File: src/rtl/panel_csr_pkg.sv
// Shared constants and types for the LCD controller register interface.
// Assumes a 32-bit data bus and word-aligned register offsets.
package panel_csr_pkg;

    localparam int CSR_DATA_W = 32;
    localparam int CSR_DIM_W  = 10;
    localparam int CSR_HI_W   = CSR_DATA_W - CSR_DIM_W;

    localparam logic [CSR_DATA_W-1:0] CTRL_KEEP_MASK = 32'h01CF_F300;
    localparam logic [CSR_DATA_W-1:0] CTRL_RD_ONES   = 32'hFE00_0C34;
    localparam logic [CSR_DATA_W-1:0] TIM0_RD_ONES   = 32'h0000_000F;
    localparam logic [CSR_DATA_W-1:0] TIM2_RD_ONES   = 32'hFC00_0000;
    localparam logic [CSR_DATA_W-1:0] SUBP_MASK      = 32'hA1FF_FFFF;

    typedef enum logic [2:0] {
        SEL_CTRL, SEL_TIM0, SEL_TIM1, SEL_TIM2, SEL_STAT, SEL_SUBP, SEL_NONE
    } csr_sel_e;

    typedef struct packed {
        logic [1:0]            load_mode;
        logic                  tft;
        logic [1:0]            int_en;
        logic                  mono;
        logic [CSR_DATA_W-1:0] ctrl_keep;
        logic [CSR_HI_W-1:0]   tim0_hi;
        logic [CSR_DIM_W-1:0]  width_m1;
        logic [CSR_HI_W-1:0]   tim1_hi;
        logic [CSR_DIM_W-1:0]  height_m1;
        logic [CSR_DATA_W-1:0] tim2;
        logic [CSR_DATA_W-1:0] subpanel;
    } csr_cfg_t;

    // Maps a byte offset to a register select; misaligned or unknown gives SEL_NONE.
    function automatic csr_sel_e csr_decode(input logic [7:0] a);
        if (a[1:0] != 2'b00) return SEL_NONE;
        case (a[7:2])
            6'd0:    return SEL_CTRL;
            6'd1:    return SEL_TIM0;
            6'd2:    return SEL_TIM1;
            6'd3:    return SEL_TIM2;
            6'd4:    return SEL_STAT;
            6'd5:    return SEL_SUBP;
            default: return SEL_NONE;
        endcase
    endfunction

endpackage

File: src/rtl/panel_csr_cfg.sv
// Configuration storage: control fields, timing words and subpanel.
// Assumes one write strobe per cycle; status and unknown selects store nothing.
module panel_csr_cfg
    import panel_csr_pkg::*;
(
    input  logic                  clk,
    input  logic                  rst_n,
    input  logic                  wr_en,
    input  csr_sel_e              wr_sel,
    input  logic [CSR_DATA_W-1:0] wdata,
    output csr_cfg_t              cfg
);

    // Capture write data into the selected register's fields.
    always_ff @(posedge clk) begin
        if (!rst_n) begin
            cfg <= '0;
        end else if (wr_en) begin
            case (wr_sel)
                SEL_CTRL: begin
                    cfg.load_mode <= wdata[21:20];
                    cfg.tft       <= wdata[7];
                    cfg.int_en    <= wdata[4:3];
                    cfg.mono      <= wdata[1];
                    cfg.ctrl_keep <= wdata & CTRL_KEEP_MASK;
                end
                SEL_TIM0: begin
                    cfg.tim0_hi  <= wdata[CSR_DATA_W-1:CSR_DIM_W];
                    cfg.width_m1 <= wdata[CSR_DIM_W-1:0];
                end
                SEL_TIM1: begin
                    cfg.tim1_hi   <= wdata[CSR_DATA_W-1:CSR_DIM_W];
                    cfg.height_m1 <= wdata[CSR_DIM_W-1:0];
                end
                SEL_TIM2: cfg.tim2     <= wdata;
                SEL_SUBP: cfg.subpanel <= wdata & SUBP_MASK;
                default:  ;
            endcase
        end
    end

    // writes to status or an unknown offset leave the stored fields alone.
    p_no_store_r12: assert property (@(posedge clk) disable iff (!rst_n)
        (wr_en && (wr_sel == SEL_STAT || wr_sel == SEL_NONE)) |=> $stable(cfg));

    // reserved subpanel bits can never hold a one.
    p_subp_mask_r6: assert property (@(posedge clk) disable iff (!rst_n)
        (cfg.subpanel & ~SUBP_MASK) == '0);

endmodule

File: src/rtl/panel_csr_flags.sv
// Enable state, start/stop event pulses, sticky status flags and interrupt.
// Assumes set pulses come from the fetch sequencer; a control transition
// in the same cycle takes priority over a set pulse for the flag it clears.
module panel_csr_flags
    import panel_csr_pkg::*;
(
    input  logic       clk,
    input  logic       rst_n,
    input  logic       ctrl_wr,
    input  logic       new_en,
    input  logic [1:0] new_load_mode,
    input  logic [1:0] int_en,
    input  logic       set_fd,
    input  logic       set_pd,
    input  logic       set_se,
    output logic       run_en,
    output logic       start_pulse,
    output logic       stop_pulse,
    output logic       frame_done,
    output logic       palette_done,
    output logic       sync_err,
    output logic       irq
);

    logic going_on;
    logic going_off;
    logic fd_nxt;
    logic pd_nxt;
    logic se_nxt;

    // Detect enable transitions carried by a control write.
    always_comb begin
        going_on  = ctrl_wr &&  new_en && !run_en;
        going_off = ctrl_wr && !new_en &&  run_en;
    end

    // Next flag values: transition effects first, otherwise set pulses accumulate.
    always_comb begin
        if (going_on)
            fd_nxt = 1'b0;
        else if (going_off && new_load_mode != 2'd1)
            fd_nxt = 1'b1;
        else
            fd_nxt = frame_done | set_fd;
        pd_nxt = going_on  ? 1'b0 : (palette_done | set_pd);
        se_nxt = going_off ? 1'b0 : (sync_err | set_se);
    end

    // Register the enable, the event pulses and the flags.
    always_ff @(posedge clk) begin
        if (!rst_n) begin
            run_en       <= 1'b0;
            start_pulse  <= 1'b0;
            stop_pulse   <= 1'b0;
            frame_done   <= 1'b0;
            palette_done <= 1'b0;
            sync_err     <= 1'b0;
        end else begin
            start_pulse  <= going_on;
            stop_pulse   <= going_off;
            if (going_on || going_off)
                run_en <= new_en;
            frame_done   <= fd_nxt;
            palette_done <= pd_nxt;
            sync_err     <= se_nxt;
        end
    end

    // Priority combine: sync error first and unmasked, then masked done flags.
    always_comb begin
        if (sync_err)
            irq = 1'b1;
        else if (frame_done && int_en[0])
            irq = 1'b1;
        else
            irq = palette_done && int_en[1];
    end

    // event pulses last one cycle and agree with the new enable.
    p_start_once_r8: assert property (@(posedge clk) disable iff (!rst_n)
        start_pulse |=> !start_pulse);
    p_stop_once_r8: assert property (@(posedge clk) disable iff (!rst_n)
        stop_pulse |=> !stop_pulse);
    p_start_en_r8: assert property (@(posedge clk) disable iff (!rst_n)
        start_pulse |-> run_en);
    p_pulse_excl_r8: assert property (@(posedge clk) disable iff (!rst_n)
        $onehot0({start_pulse, stop_pulse}));
    // a stop leaves sync-error clear.
    p_stop_sync_r9: assert property (@(posedge clk) disable iff (!rst_n)
        stop_pulse |-> !sync_err);
    // a start leaves both done flags clear.
    p_start_clear_r10: assert property (@(posedge clk) disable iff (!rst_n)
        start_pulse |-> (!frame_done && !palette_done));
    // sync-error forces the interrupt; nothing else does with the mask off.
    p_sync_irq_r11: assert property (@(posedge clk) disable iff (!rst_n)
        sync_err |-> irq);
    p_masked_r11: assert property (@(posedge clk) disable iff (!rst_n)
        (int_en == 2'b00 && !sync_err) |-> !irq);
    // a set flag stays set unless a control write arrives.
    p_fd_sticky_r13: assert property (@(posedge clk) disable iff (!rst_n)
        (frame_done && !ctrl_wr) |=> frame_done);
    p_se_sticky_r13: assert property (@(posedge clk) disable iff (!rst_n)
        (sync_err && !ctrl_wr) |=> sync_err);

endmodule

File: src/rtl/panel_csr_rdmux.sv
// Readback formatter and registered read port.
// Assumes reads return one cycle after the strobe with no back-pressure.
module panel_csr_rdmux
    import panel_csr_pkg::*;
(
    input  logic                  clk,
    input  logic                  rst_n,
    input  logic                  rd_en,
    input  csr_sel_e              rd_sel,
    input  csr_cfg_t              cfg,
    input  logic                  run_en,
    input  logic                  frame_done,
    input  logic                  palette_done,
    input  logic                  sync_err,
    output logic [CSR_DATA_W-1:0] rdata,
    output logic                  rvalid
);

    logic [CSR_DATA_W-1:0] word;

    // Assemble the readback word of the selected register.
    always_comb begin
        word = '0;
        case (rd_sel)
            SEL_CTRL: begin
                word        = cfg.ctrl_keep | CTRL_RD_ONES;
                word[23]    = word[23] | cfg.tft;
                word[21:20] = word[21:20] | cfg.load_mode;
                word[7]     = word[7] | cfg.tft;
                word[4:3]   = word[4:3] | cfg.int_en;
                word[1]     = word[1] | cfg.mono;
                word[0]     = word[0] | run_en;
            end
            SEL_TIM0: word = {cfg.tim0_hi, cfg.width_m1} | TIM0_RD_ONES;
            SEL_TIM1: word = {cfg.tim1_hi, cfg.height_m1};
            SEL_TIM2: word = cfg.tim2 | TIM2_RD_ONES;
            SEL_STAT: begin
                word[6] = palette_done;
                word[2] = sync_err;
                word[0] = frame_done;
            end
            SEL_SUBP: word = cfg.subpanel;
            default:  word = '0;
        endcase
    end

    // Register the read response.
    always_ff @(posedge clk) begin
        if (!rst_n) begin
            rdata  <= '0;
            rvalid <= 1'b0;
        end else begin
            rvalid <= rd_en;
            if (rd_en)
                rdata <= word;
        end
    end

    // a response follows every read strobe and nothing else.
    p_rvalid_r2: assert property (@(posedge clk) disable iff (!rst_n)
        rd_en |=> rvalid);
    p_no_spurious_r2: assert property (@(posedge clk) disable iff (!rst_n)
        !rd_en |=> !rvalid);
    // unknown offsets read as zero.
    p_unknown_zero_r12: assert property (@(posedge clk) disable iff (!rst_n)
        (rd_en && rd_sel == SEL_NONE) |=> (rdata == '0));

endmodule

File: src/rtl/panel_csr.sv
// Top of the LCD controller register interface: decode, storage, flags, readback.
// Assumes a valid-strobe bus where each strobed cycle is one full-word access.
module panel_csr
    import panel_csr_pkg::*;
#(
    parameter int ADDR_W = 8
)(
    input  logic                  clk,
    input  logic                  rst_n,
    input  logic                  bus_valid,
    input  logic                  bus_write,
    input  logic [ADDR_W-1:0]     bus_addr,
    input  logic [CSR_DATA_W-1:0] bus_wdata,
    output logic [CSR_DATA_W-1:0] bus_rdata,
    output logic                  bus_rvalid,
    input  logic                  set_frame_done,
    input  logic                  set_palette_done,
    input  logic                  set_sync_error,
    output logic [1:0]            load_mode,
    output logic                  tft_sel,
    output logic                  mono_sel,
    output logic [CSR_DIM_W-1:0]  width_m1,
    output logic [CSR_DIM_W-1:0]  height_m1,
    output logic                  run_en,
    output logic                  start_pulse,
    output logic                  stop_pulse,
    output logic                  irq
);

    csr_sel_e sel;
    csr_cfg_t cfg;
    logic     wr_en;
    logic     rd_en;
    logic     ctrl_wr;
    logic     fd;
    logic     pd;
    logic     se;

    // Decode the access into a register select and strobes.
    always_comb begin
        sel     = csr_decode(8'(bus_addr));
        wr_en   = bus_valid &&  bus_write;
        rd_en   = bus_valid && !bus_write;
        ctrl_wr = wr_en && sel == SEL_CTRL;
    end

    panel_csr_cfg u_cfg (
        .clk    (clk),
        .rst_n  (rst_n),
        .wr_en  (wr_en),
        .wr_sel (sel),
        .wdata  (bus_wdata),
        .cfg    (cfg)
    );

    panel_csr_flags u_flags (
        .clk           (clk),
        .rst_n         (rst_n),
        .ctrl_wr       (ctrl_wr),
        .new_en        (bus_wdata[0]),
        .new_load_mode (bus_wdata[21:20]),
        .int_en        (cfg.int_en),
        .set_fd        (set_frame_done),
        .set_pd        (set_palette_done),
        .set_se        (set_sync_error),
        .run_en        (run_en),
        .start_pulse   (start_pulse),
        .stop_pulse    (stop_pulse),
        .frame_done    (fd),
        .palette_done  (pd),
        .sync_err      (se),
        .irq           (irq)
    );

    panel_csr_rdmux u_rdmux (
        .clk          (clk),
        .rst_n        (rst_n),
        .rd_en        (rd_en),
        .rd_sel       (sel),
        .cfg          (cfg),
        .run_en       (run_en),
        .frame_done   (fd),
        .palette_done (pd),
        .sync_err     (se),
        .rdata        (bus_rdata),
        .rvalid       (bus_rvalid)
    );

    // Bring the decoded fields out to the panel logic.
    always_comb begin
        load_mode = cfg.load_mode;
        tft_sel   = cfg.tft;
        mono_sel  = cfg.mono;
        width_m1  = cfg.width_m1;
        height_m1 = cfg.height_m1;
    end

endmodule

File: config.mk
export PLATFORM = sky130hd
export DESIGN_NAME = panel_csr
export DESIGN_NICKNAME = d
export VERILOG_FILES = /design/src/rtl/panel_csr_pkg.sv /design/src/rtl/panel_csr_cfg.sv /design/src/rtl/panel_csr_flags.sv /design/src/rtl/panel_csr_rdmux.sv /design/src/rtl/panel_csr.sv
export SDC_FILE = /design/constraint.sdc
export NUM_CORES = 1
export LEC_CHECK = 0
export BUFFER_PORTS_ARGS = -buffer_cell sky130_fd_sc_hd__buf_2
export CORE_ASPECT_RATIO = 1.4
export CORE_MARGIN = 2
export CORE_UTILIZATION = 57
export CTS_CLUSTER_SIZE = 16
export DETAILED_ROUTE_END_ITERATION = 10
export HOLD_SLACK_MARGIN = 0.08
export PLACE_DENSITY = 0.8
export RECOVER_POWER = 25
export SYNTH_ARGS = -nofsm -noshare
export SYNTH_HDL_FRONTEND = slang
export SYNTH_SLANG_ARGS = --single-unit
File: constraint.sdc
create_clock -name clk -period 2.61 [get_ports clk]
set_clock_uncertainty 0.2 [all_clocks]
set_input_delay 0.261 -clock clk [delete_from_list [all_inputs] [get_ports clk]]
set_output_delay 0.261 -clock clk [all_outputs]
set_load 0.005 [all_outputs]
==> flow_metrics.tcl <==
set metrics [dict create \
    run_status "finished, final reports clean" \
    fp-row-count 49 \
    grtUsageTotal_pct 28.8 \
    drt_pre_antenna_iters 5 \
    timing.critical_path.from_type "primary input" \
    grt_use_met1_pct 35.3 \
    syn_area_per_cell_um2 8.45 \
    final_common_cell "sky130_fd_sc_hd__nand2_1" \
    min_path_type "primary input to register" \
    hold_depth 2 \
    cap_violations 0 \
    clk_path_buf_depth 2 \
    seq_area_frac_synth_pct 47.5 \
    layout-drive-gt1-share_pct 19.9 \
    remaining_drc_errors 0 \
    critical_path_class "primary input to register" \
    netlist-cell-type-count 55 \
    route.detailed.vias_per_inst 5.92 \
    die_ar_um2 13900 \
    timing.reg2reg.worst_path_depth 3 \
    met2_usage_grt_pct 49.4 \
    area_of_the_core_um2 12800 \
    power_leakage_nw 3.42 \
    synth-async-reset-ratio_pct 0 \
    cts_setup_buffers 0 \
    ys.flop_type "sky130_fd_sc_hd__dfxtp_1" \
    timing.final.hold_violations 0 \
    gp_routability_congestion 0.910 \
    synth_area_um2 7370 \
    io_buffer_count 107 \
    die_h_um 139 \
    period_minus_slack_ns 2.41 \
    r2r_setup_slack_ns 1.02 \
    number_of_global_route_vias_before_repair 6311 \
    yosysWarningCount 0 \
    postSynthCellCount 872 \
    cp_data_required_time_ns 2.72 \
    terminating_pin_of_the_worst_hold_path "u_flags.stop_pulse" \
    ir_drop_uv 424 \
    synth-edff-count 0 \
    global_route.usage.met3_pct 4.44 \
    crit_fanout 5 \
    slew_headroom_pct 18.8 \
    largest_net_degree_at_the_start_of_global_routing 51 \
    htree_levels 4 \
    timing.final.max_slew_violations 0 \
    grt_overflow_total 0 \
    timing_worst_slew_pin_value_ns 1.21 \
    antenna_cells 0 \
    clk_pin_slew_worst_paths_ns 0.06 \
    fin_cells 1134 \
    drt_wl_total_um 20000 \
    rsz0062_at_grt "false" \
    worstSetupEndpointType "register" \
    tritoncts "built" \
    ys_ff_latch 175 \
    rr_endpoint "u_flags.sync_err" \
    die_w_um 100 \
    highest_count_cells_in_the_layout_ignoring_fill_and_taps "189 x sky130_fd_sc_hd__nand2_1, 175 x sky130_fd_sc_hd__dfxtp_1, 84 x sky130_fd_sc_hd__buf_2" \
    initial_utilization_pct 57.8 \
    antenna_violations_before_repair 0 \
    routed_wire_length_per_instance_um 17.6 \
    cts_num_sinks 175 \
    power-per-cell-area_nw_per_um2 612 \
    cts-buffers-inserted 17 \
    cts.root.buffer_cell "sky130_fd_sc_hd__clkbuf_16" \
    vias 6717 \
    rr_startpoint "u_flags.run_en" \
    nets 1016 \
    clkLatencyLatePin_ns 0.42 \
    fmax_mhz 416 \
    setup_viol 0 \
    place_inst 1066 \
    dp_hpwl_um 13000 \
    drtIter0Drc 457 \
    synth.net_count 919 \
    fin_tns_setup_ns 0 \
    area_delta_synth_final_pct 18.7 \
    critical_path_data_arrival_time_ns 2.51 \
    first_pass_grt_wire_length_um 31600 \
    i_o_pin_cnt 108 \
    final.period_utilization_pct 92.2 \
    grt_busiest_layer "met2" \
    hold_path_startpoint "rst_n" \
    post_route_ant_nets 0 \
]
[flip-flops by register name, indices dropped and copies added, names as in the netlist]
register              cells
u_cfg.cfg               136
u_rdmux.rdata            32
u_flags.frame_done        1
u_flags.palette_done      1
u_flags.run_en            1
u_flags.start_pulse       1
u_flags.stop_pulse        1
u_flags.sync_err          1
u_rdmux.rvalid            1
[repair_timing]
| action | 4_1_cts | 5_1_grt |
|---|---|---|
| gates resized for setup | 0 | 2 |
| setup endpoints to repair | 0 | 1 |
| hold buffers | 37 | 0 |
| hold endpoints to repair | 129 | 0 |
[how the worst max path moves through the flow]
stage / cells past startpoint / end / slack [ns] / startpoint
finish: 8 / u_flags.sync_err / 0.20 / bus_addr[4]
global route: 8 / u_flags.sync_err / 0.05 / bus_addr[4]
CTS: 8 / u_flags.sync_err / 0.16 / bus_addr[4]
detailed placement: 6 / u_cfg.cfg[65] / 0.22 / bus_addr[2]
global placement: 6 / u_cfg.cfg[83] / 0.28 / bus_addr[2]
floorplan: 7 / u_cfg.cfg[10] / 0.46 / bus_addr[5]
[stage by stage]
stage	hold slack [ns]	cell area, µm²	power [mW]	worst slack (ns)	util [%]
finish	0.142	8750	5.36	0.204	68.6
global placement	0.221	7860	3.02	0.281	61.6
floorplan	0.201	7370	2.90	0.464	-
global route	0.160	8750	5.51	0.0531	68.6
CTS	0.124	8770	5.37	0.159	68.8
detailed placement	0.225	7860	3.02	0.221	61.6
[synth_stat cells (2+ instances only)]
master | n | area, µm²
sky130_fd_sc_hd__a31oi_1 | 3 | 18.8
sky130_fd_sc_hd__dfxtp_1 | 175 | 3500
sky130_fd_sc_hd__o21ai_0 | 54 | 270
sky130_fd_sc_hd__nand4_1 | 4 | 25.0
sky130_fd_sc_hd__and2_1 | 6 | 37.5
sky130_fd_sc_hd__a32o_1 | 5 | 50.1
sky130_fd_sc_hd__buf_4 | 22 | 165
sky130_fd_sc_hd__nor3_1 | 3 | 15.0
sky130_fd_sc_hd__or3_1 | 4 | 25.0
sky130_fd_sc_hd__a31o_2 | 37 | 324
sky130_fd_sc_hd__o211ai_1 | 3 | 22.5
sky130_fd_sc_hd__nand3b_1 | 2 | 15.0
sky130_fd_sc_hd__o22ai_1 | 10 | 62.6
sky130_fd_sc_hd__buf_1 | 8 | 30.0
sky130_fd_sc_hd__clkbuf_1 | 51 | 191
sky130_fd_sc_hd__a22o_1 | 18 | 158
sky130_fd_sc_hd__o31ai_1 | 2 | 15.0
sky130_fd_sc_hd__or2_2 | 2 | 12.5
sky130_fd_sc_hd__nor4_2 | 2 | 25.0
sky130_fd_sc_hd__buf_6 | 5 | 56.3
sky130_fd_sc_hd__nor2b_1 | 14 | 87.6
sky130_fd_sc_hd__inv_1 | 3 | 11.3
sky130_fd_sc_hd__nand3_1 | 48 | 240
sky130_fd_sc_hd__nor4_1 | 2 | 12.5
sky130_fd_sc_hd__a21oi_1 | 62 | 310
sky130_fd_sc_hd__a2bb2oi_1 | 4 | 35.0
sky130_fd_sc_hd__nor2_1 | 46 | 173
sky130_fd_sc_hd__o2bb2ai_1 | 14 | 123
sky130_fd_sc_hd__mux2i_1 | 22 | 220
sky130_fd_sc_hd__nand2_1 | 189 | 709
sky130_fd_sc_hd__buf_2 | 9 | 45.0
sky130_fd_sc_hd__a22oi_1 | 14 | 105
sky130_fd_sc_hd__nand2b_1 | 6 | 37.5
sky130_fd_sc_hd__mux2_2 | 2 | 22.5
[final cells by class]
type	count	area, µm²
fill	1016	4000
sequential	175	3500
multi-input combinational	598	3380
timing repair buffer	173	1120
clock buffer	18	439
tap	153	191
clock inverter	13	104
inverter	4	15.0
[worst max-delay path, cell delays in order]
cell and delay (ns):
sky130_fd_sc_hd__dlygate4sd3_1 0.53, sky130_fd_sc_hd__buf_2 0.17, sky130_fd_sc_hd__nor4_2 0.25, sky130_fd_sc_hd__buf_4 0.18, sky130_fd_sc_hd__nand4_1 0.21, sky130_fd_sc_hd__nor3b_2 0.27
sky130_fd_sc_hd__nor2_1 0.08, sky130_fd_sc_hd__dlygate4sd3_1 0.56
[power by group]
| group | leakage, nW | internal (mW) | switching (mW) |
|---|---|---|---|
| sequential | 1.41 | 2.67 | 0.00473 |
| clock | 0.252 | 1.25 | 1.09 |
| combinational | 1.76 | 0.125 | 0.207 |
[cells by family after synthesis]
group                  share of synthesized area, %
multiplexers                                   3.60
buffers and inverters                          6.82
flip-flops                                     47.5
AND/OR/NAND/NOR                                20.4
AO/OA/AOI/OAI                                  21.6
[per-layer routing]
metal,share of wire [%],routed length [µm]
met1,40,7890
met2,50,9920
met3,6.4,1280
met4,4.4,877
met5,0,0
Power figures use the tool's default switching activity.
